==> src/rtl/bcs_pkg.sv <==
package bcs_pkg;

    typedef enum logic [2:0] {
        PH_IDLE = 3'd0,
        PH_T1   = 3'd1,
        PH_T2   = 3'd2,
        PH_T3   = 3'd3,
        PH_TW   = 3'd4,
        PH_T4   = 3'd5
    } bus_phase_e;

    typedef struct packed {
        bus_phase_e phase;
    } seq_state_t;

endpackage

==> src/rtl/bcs_seq.sv <==
module bcs_seq
    import bcs_pkg::*;
(
    input  logic       clk,
    input  logic       rst,
    input  logic       req_valid,
    input  logic       ready,
    output bus_phase_e phase_q
);

    seq_state_t st_d;
    seq_state_t st_q;

    always_comb begin
        st_d = st_q;
        unique case (st_q.phase)
            PH_IDLE: begin
                if (req_valid) begin
                    st_d.phase = PH_T1;
                end
            end
            PH_T1: st_d.phase = PH_T2;
            PH_T2: st_d.phase = PH_T3;
            PH_T3, PH_TW: begin
                if (ready) begin
                    st_d.phase = PH_T4;
                end else begin
                    st_d.phase = PH_TW;
                end
            end
            PH_T4: st_d.phase = PH_IDLE;
            default: st_d.phase = PH_IDLE;
        endcase
    end

    always_ff @(posedge clk) begin
        if (rst) begin
            st_q.phase <= PH_IDLE;
        end else begin
            st_q <= st_d;
        end
    end

    assign phase_q = st_q.phase;

endmodule

==> src/rtl/bcs_hold.sv <==
module bcs_hold
    import bcs_pkg::*;
#(
    parameter int ADDR_W = 20,
    parameter int DATA_W = 16,
    parameter int SEG_W  = 2
) (
    input  logic              clk,
    input  logic              rst,
    input  bus_phase_e        phase,
    input  logic              req_valid,
    input  logic [ADDR_W-1:0] req_addr,
    input  logic              req_write,
    input  logic              req_hi_en,
    input  logic [DATA_W-1:0] req_wdata,
    input  logic [SEG_W-1:0]  req_seg,
    input  logic              ready,
    input  logic [DATA_W-1:0] bus_in,
    output logic [ADDR_W-1:0] addr_q,
    output logic              write_q,
    output logic              hi_en_q,
    output logic [DATA_W-1:0] wdata_q,
    output logic [SEG_W-1:0]  seg_q,
    output logic [DATA_W-1:0] rdata_q
);

    typedef struct packed {
        logic [ADDR_W-1:0] addr;
        logic              write;
        logic              hi_en;
        logic [DATA_W-1:0] wdata;
        logic [SEG_W-1:0]  seg;
        logic [DATA_W-1:0] rdata;
    } hold_t;

    hold_t h_d;
    hold_t h_q;
    logic  take;
    logic  grab;

    always_comb begin
        take = (phase == PH_IDLE) && req_valid;
        grab = ((phase == PH_T3) || (phase == PH_TW)) && ready && !h_q.write;
        h_d  = h_q;
        if (take) begin
            h_d.addr  = req_addr;
            h_d.write = req_write;
            h_d.hi_en = req_hi_en;
            h_d.wdata = req_wdata;
            h_d.seg   = req_seg;
        end
        if (grab) begin
            h_d.rdata = bus_in;
        end
    end

    always_ff @(posedge clk) begin
        if (rst) begin
            h_q <= '0;
        end else begin
            h_q <= h_d;
        end
    end

    assign addr_q  = h_q.addr;
    assign write_q = h_q.write;
    assign hi_en_q = h_q.hi_en;
    assign wdata_q = h_q.wdata;
    assign seg_q   = h_q.seg;
    assign rdata_q = h_q.rdata;

endmodule

==> src/rtl/bcs_drive.sv <==
module bcs_drive
    import bcs_pkg::*;
#(
    parameter int ADDR_W = 20,
    parameter int DATA_W = 16,
    parameter int SEG_W  = 2
) (
    input  bus_phase_e               phase,
    input  logic [ADDR_W-1:0]        addr,
    input  logic                     write,
    input  logic                     hi_en,
    input  logic [DATA_W-1:0]        wdata,
    input  logic [SEG_W-1:0]         seg,
    output logic [DATA_W-1:0]        bus_out,
    output logic                     bus_oe,
    output logic [ADDR_W-DATA_W-1:0] bus_hi,
    output logic                     ale,
    output logic                     rd_n,
    output logic                     wr_n,
    output logic                     bhe_n,
    output logic                     dir_tx,
    output logic                     done
);

    localparam int HI_W = ADDR_W - DATA_W;

    logic data_phase;

    always_comb begin
        data_phase = (phase == PH_T2) || (phase == PH_T3) ||
                     (phase == PH_TW) || (phase == PH_T4);
        bus_out = '0;
        bus_oe  = 1'b0;
        bus_hi  = '0;
        ale     = 1'b0;
        rd_n    = 1'b1;
        wr_n    = 1'b1;
        bhe_n   = 1'b1;
        dir_tx  = 1'b1;
        done    = 1'b0;
        if (phase == PH_T1) begin
            ale     = 1'b1;
            bus_oe  = 1'b1;
            bus_out = addr[DATA_W-1:0];
            bus_hi  = addr[ADDR_W-1:DATA_W];
            bhe_n   = !hi_en;
        end else if (data_phase) begin
            bus_hi[SEG_W-1:0] = seg;
            bhe_n = !hi_en;
            if (write) begin
                wr_n    = 1'b0;
                bus_oe  = 1'b1;
                bus_out = wdata;
            end else begin
                rd_n   = 1'b0;
                dir_tx = 1'b0;
            end
            done = (phase == PH_T4);
        end
    end

    if (HI_W < SEG_W) begin : g_bad_width
        initial $error("bcs_drive: high lines narrower than segment code");
    end

endmodule

==> src/rtl/bus_cycle_seq.sv <==
module bus_cycle_seq
    import bcs_pkg::*;
#(
    parameter int ADDR_W = 20,
    parameter int DATA_W = 16,
    parameter int SEG_W  = 2
) (
    input  logic                     clk,
    input  logic                     rst,
    input  logic                     req_valid,
    input  logic [ADDR_W-1:0]        req_addr,
    input  logic                     req_write,
    input  logic                     req_hi_en,
    input  logic [DATA_W-1:0]        req_wdata,
    input  logic [SEG_W-1:0]         req_seg,
    input  logic                     ready,
    input  logic [DATA_W-1:0]        bus_in,
    output logic [DATA_W-1:0]        bus_out,
    output logic                     bus_oe,
    output logic [ADDR_W-DATA_W-1:0] bus_hi,
    output logic                     ale,
    output logic                     rd_n,
    output logic                     wr_n,
    output logic                     bhe_n,
    output logic                     dir_tx,
    output logic                     done,
    output logic [DATA_W-1:0]        rdata
);

    bus_phase_e        phase_q;
    logic [ADDR_W-1:0] addr_q;
    logic              write_q;
    logic              hi_en_q;
    logic [DATA_W-1:0] wdata_q;
    logic [SEG_W-1:0]  seg_q;

    bcs_seq i_seq (
        .clk       (clk),
        .rst       (rst),
        .req_valid (req_valid),
        .ready     (ready),
        .phase_q   (phase_q)
    );

    bcs_hold #(.ADDR_W(ADDR_W), .DATA_W(DATA_W), .SEG_W(SEG_W)) i_hold (
        .clk       (clk),
        .rst       (rst),
        .phase     (phase_q),
        .req_valid (req_valid),
        .req_addr  (req_addr),
        .req_write (req_write),
        .req_hi_en (req_hi_en),
        .req_wdata (req_wdata),
        .req_seg   (req_seg),
        .ready     (ready),
        .bus_in    (bus_in),
        .addr_q    (addr_q),
        .write_q   (write_q),
        .hi_en_q   (hi_en_q),
        .wdata_q   (wdata_q),
        .seg_q     (seg_q),
        .rdata_q   (rdata)
    );

    bcs_drive #(.ADDR_W(ADDR_W), .DATA_W(DATA_W), .SEG_W(SEG_W)) i_drive (
        .phase   (phase_q),
        .addr    (addr_q),
        .write   (write_q),
        .hi_en   (hi_en_q),
        .wdata   (wdata_q),
        .seg     (seg_q),
        .bus_out (bus_out),
        .bus_oe  (bus_oe),
        .bus_hi  (bus_hi),
        .ale     (ale),
        .rd_n    (rd_n),
        .wr_n    (wr_n),
        .bhe_n   (bhe_n),
        .dir_tx  (dir_tx),
        .done    (done)
    );

endmodule

==> config.mk <==
export PLATFORM = sky130hd
export DESIGN_NAME = bus_cycle_seq
export DESIGN_NICKNAME = d
export VERILOG_FILES = /design/src/rtl/bcs_pkg.sv /design/src/rtl/bcs_seq.sv /design/src/rtl/bcs_hold.sv /design/src/rtl/bcs_drive.sv /design/src/rtl/bus_cycle_seq.sv
export SDC_FILE = /design/constraint.sdc
export NUM_CORES = 1
export LEC_CHECK = 0
export ABC_AREA = 0
export BUFFER_PORTS_ARGS = -buffer_cell sky130_fd_sc_hd__buf_4
export CORE_ASPECT_RATIO = 1.25
export CORE_MARGIN = 2
export CORE_UTILIZATION = 35
export CTS_CLUSTER_SIZE = 25
export DETAILED_ROUTE_END_ITERATION = 10
export SKIP_LAST_GASP = 1
export SYNTH_ARGS = -nofsm -noshare
export SYNTH_HDL_FRONTEND = slang
export SYNTH_SLANG_ARGS = --single-unit
export TNS_END_PERCENT = 10
==> constraint.sdc <==
create_clock -name clk -period 2.7 [get_ports clk]
set_clock_uncertainty 0.15 [all_clocks]
set_input_delay 0.135 -clock clk [delete_from_list [all_inputs] [get_ports clk]]
set_output_delay 0.135 -clock clk [all_outputs]
set_load 0.02 [all_outputs]
==> results_dict.tcl <==
set metrics [dict create \
    outcome "completed" \
    cp_data_required_time_ns 2.41 \
    ant_nets 0 \
    timing_max_transition_violations_final 0 \
    fmax_mhz 407 \
    worst_hold_path_type "in -> reg" \
    postRouteWirelength_um 7000 \
    synthMuxAreaShare_pct 6.27 \
    global_route_wire_length_before_repair_um 11500 \
    wl_per_cell_um 12.8 \
    detail_route.first_pass.iterations 4 \
    synthToLayoutAreaGrowth_pct 60.0 \
    timing_worst_slew_pin_value_ns 0.676 \
    numCtsBuffers 9 \
    syn-cell-area_um2 2550 \
    switching_share_pct 35.7 \
    setup.worst_path.end_class "output pin" \
    synth-xor-area-share_pct 0.343 \
    drtIter0Drc 86 \
    grt_overflow 0 \
    synth_edf_count 0 \
    ys_async_sr_fraction_pct 0 \
    register_area_um2 1180 \
    timing.critical_path.fanout_max 17 \
    avgSynthCellArea_um2 8.46 \
    power_frac_comb_pct 35.8 \
    die_width_um 80.4 \
    syn_nets 363 \
    dp.final_hpwl_um 4410 \
    num-nets-final 512 \
    fin_hold_ws_ns 0.0617 \
    criticalPathCategory "reg -> out" \
    setup_repair_after_global_routing_missed_its_margin "false" \
    initial_antenna_violation_count 0 \
    drt-vias-per-instance 4.63 \
    clock_tree.buffer_depth 2 \
    path_clk_slew_ns 0.06 \
    io_buffers 102 \
    ys_seq_elements 59 \
    final.min_clock_period_ns 2.46 \
    grt_pass1_vias 2567 \
    post_synth_and_or_nand_nor_area_fraction_pct 25.2 \
    die_area_um2 8000 \
    clock_tree_from_tritoncts "built" \
    power-per-cell-area_nw_per_um2 725 \
    synth.lib_cells_used.distinct 29 \
    layout-drive-gt1-share_pct 27.7 \
    worst-endpoint-arrival_ns 2.17 \
    floorplan.die.height_um 99.5 \
    synth_top_flop_cell "dfxtp_1" \
    worst_slew_margin_rel_pct 54.9 \
    cpMaxStageDelayCell "dfxtp_1" \
    critPathLaunchType "flop" \
    clock_sink_count 59 \
    cts_max_level 3 \
    final.fill_count 633 \
    synth_top_cells_by_area "dfxtp_1 46%, nand2_1 12%, nand2b_1 8.3%, a21oi_1 8.2%, mux2i_1 6.3%" \
    crit_path_max_incr_delay_ns 0.62 \
    postSynthCellCount 302 \
    synth-adder-area-share_pct 0.490 \
    synth_warnings 0 \
    critical-path-top-cell-by-count "buf_4" \
    clock_root_buffer_master "clkbuf_8" \
    timing.setup.tns_ns 0 \
    worst_vdd_drop_mv 0.341 \
    cts_setup_buffers 0 \
    post_synthesis_compound_gate_area_fraction_pct 15.6 \
    p_clk_share_pct 25.3 \
    crit_chain "inv_1 -> ha_1 -> nand2_1 -> nor2_1 -> buf_4 -> a22o_1 -> buf_4" \
    antenna_cells_inserted 0 \
    grt_max_degree 76 \
    core_area_um2 7020 \
    synth.top_cells.by_count "85 x nand2_1, 59 x dfxtp_1, 42 x a21oi_1, 34 x nand2b_1" \
    global_route.usage.total_pct 18.2 \
    route.vias.total 2523 \
    num_rows 34 \
    final_min_period_over_clock_period_pct 91.1 \
    clk_latency_ns 0.32 \
    count_of_pins_on_the_block_boundary 103 \
    leakagePower_nw 1.71 \
    drc 0 \
    cellInternalPower_mw 1.90 \
    max_cap_viol_count 0 \
    seqPwrFrac_pct 38.9 \
    globalplace.congestion 0.749 \
    initial_utilization_pct 36.4 \
    timing_hold_violations_final 0 \
    multi_input_comb_area_um2 1230 \
    combinational_family_with_the_most_area_after_synthesis "simple AND/OR/NAND/NOR gates" \
    finalSetupViolations 0 \
    most_frequently_used_cell_type_in_the_post_synthesis_netlist "nand2_1" \
    power_switching_mw 1.06 \
    synth_top_area_share_pct 46.3 \
    timing.reg2reg.setup_slack_ns 0.84 \
    synth_area_leader_cell "dfxtp_1" \
    synth.yosys.seq_area_share_pct 46.3 \
]
-- registers in the layout (all words and copies together), names as in the netlist --
name / count
i_hold.rdata_q: 16
i_hold.addr_q: 20
i_hold.seg_q: 2
i_hold.hi_en_q: 1
i_seq.phase_q: 3
i_hold.wdata_q: 16
i_hold.write_q: 1
-- worst max-delay path, delay by kind of cell (launching register included) --
kind	cells	cell delay (ns)
DFF	1	0.62
adders and majority gates	1	0.37
and+or+nand+nor	2	0.19
AOI/OAI and AO/OA	1	0.18
buffers and inverters	3	0.49
-- placed cells by master, fill, tap and decap left out --
cell type | netlist | final
dfxtp_1 | 59 | 59
clkinv_2 | 0 | 2
a22o_1 | 16 | 16
clkinvlp_4 | 0 | 2
or4b_1 | 1 | 1
nand2b_1 | 34 | 34
a2bb2oi_1 | 1 | 1
nor3b_4 | 1 | 1
nor3_1 | 1 | 1
buf_4 | 1 | 107
or3b_2 | 1 | 1
and3_1 | 1 | 1
a21oi_1 | 42 | 42
bufinv_16 | 0 | 1
clkbuf_8 | 0 | 9
a21oi_4 | 1 | 1
a2111oi_0 | 1 | 1
or3b_4 | 1 | 1
nor2_1 | 3 | 3
nor4b_4 | 0 | 1
o21ai_0 | 3 | 3
dlygate4sd3_1 | 0 | 56
ha_1 | 1 | 1
xnor2_1 | 1 | 1
mux2i_1 | 16 | 16
nor4_1 | 1 | 1
and2_1 | 2 | 2
inv_1 | 3 | 3
clkbuf_1 | 15 | 1
nand2_1 | 85 | 85
nand3b_1 | 1 | 1
-- per-layer routing --
layer,routed length [um],vias to the layer above,track usage [%]
met4,132,0,8.74
met5,0,-,0
met2,3490,79,31.7
met3,368,10,3.63
met1,3000,1137,21.1
li1,-,1297,-
-- logic make-up after synthesis --
group	count (synthesis)
compound gates	64
xor+xnor	1
fa+ha+maj	1
buf+inv	28
flops	59
mux	16
simple gates	133
-- power groups by stage --
stage | Clock, mW | Combinational, mW | Sequential, mW
floorplan | 0 | 0.724 | 1.12
global placement | 0 | 0.982 | 1.17
detailed placement | 0 | 1.00 | 1.17
CTS | 0.779 | 1.07 | 1.15
global route | 0.819 | 1.17 | 1.17
finish | 0.750 | 1.06 | 1.15
-- final timing paths --
check | startpoint | end | cells after the start
setup / recovery | i_seq.phase_q[1]$_SDFFE_PP0P_ | bus_out[6] | 7
hold / removal | ready | i_seq.phase_q[0]$_SDFFE_PP0P_ | 3
setup reg to reg | i_seq.phase_q[2]$_SDFFE_PP0P_ | i_hold.rdata_q[1]$_SDFFE_PP0P_ | 4
hold reg to reg | i_hold.wdata_q[15]$_SDFFE_PP0P_ | i_hold.wdata_q[15]$_SDFFE_PP0P_ | 2
-- repair_timing --
item,4_1_cts,5_1_grt
hold endpoints to repair,56,0
resized for setup,0,0
hold buffers,56,0
-- metrics by stage --
step	area [um2]	worst slack (ns)	instances	utilization, %	total power [mW]
6_report	4090	0.241	545	58.2	2.96
5_1_grt	4090	0.0460	545	58.2	3.17
4_1_cts	4090	0.214	545	58.2	3.00
3_5_place_dp	3340	0.601	474	47.6	2.17
3_3_place_gp	3340	0.677	474	47.6	2.15
2_1_floorplan	2550	0.657	302	-	1.84
-- layout make-up --
cell class,instances,share of cell area [%]
Clock buffer,10,3.12
Sequential cell,59,28.9
Inverter,3,0.276
Timing Repair Buffer,163,33.4
Multi-Input combinational cell,215,30.2
Tap cell,90,2.76
Clock inverter,5,1.35
Power figures use the tool's default switching activity.
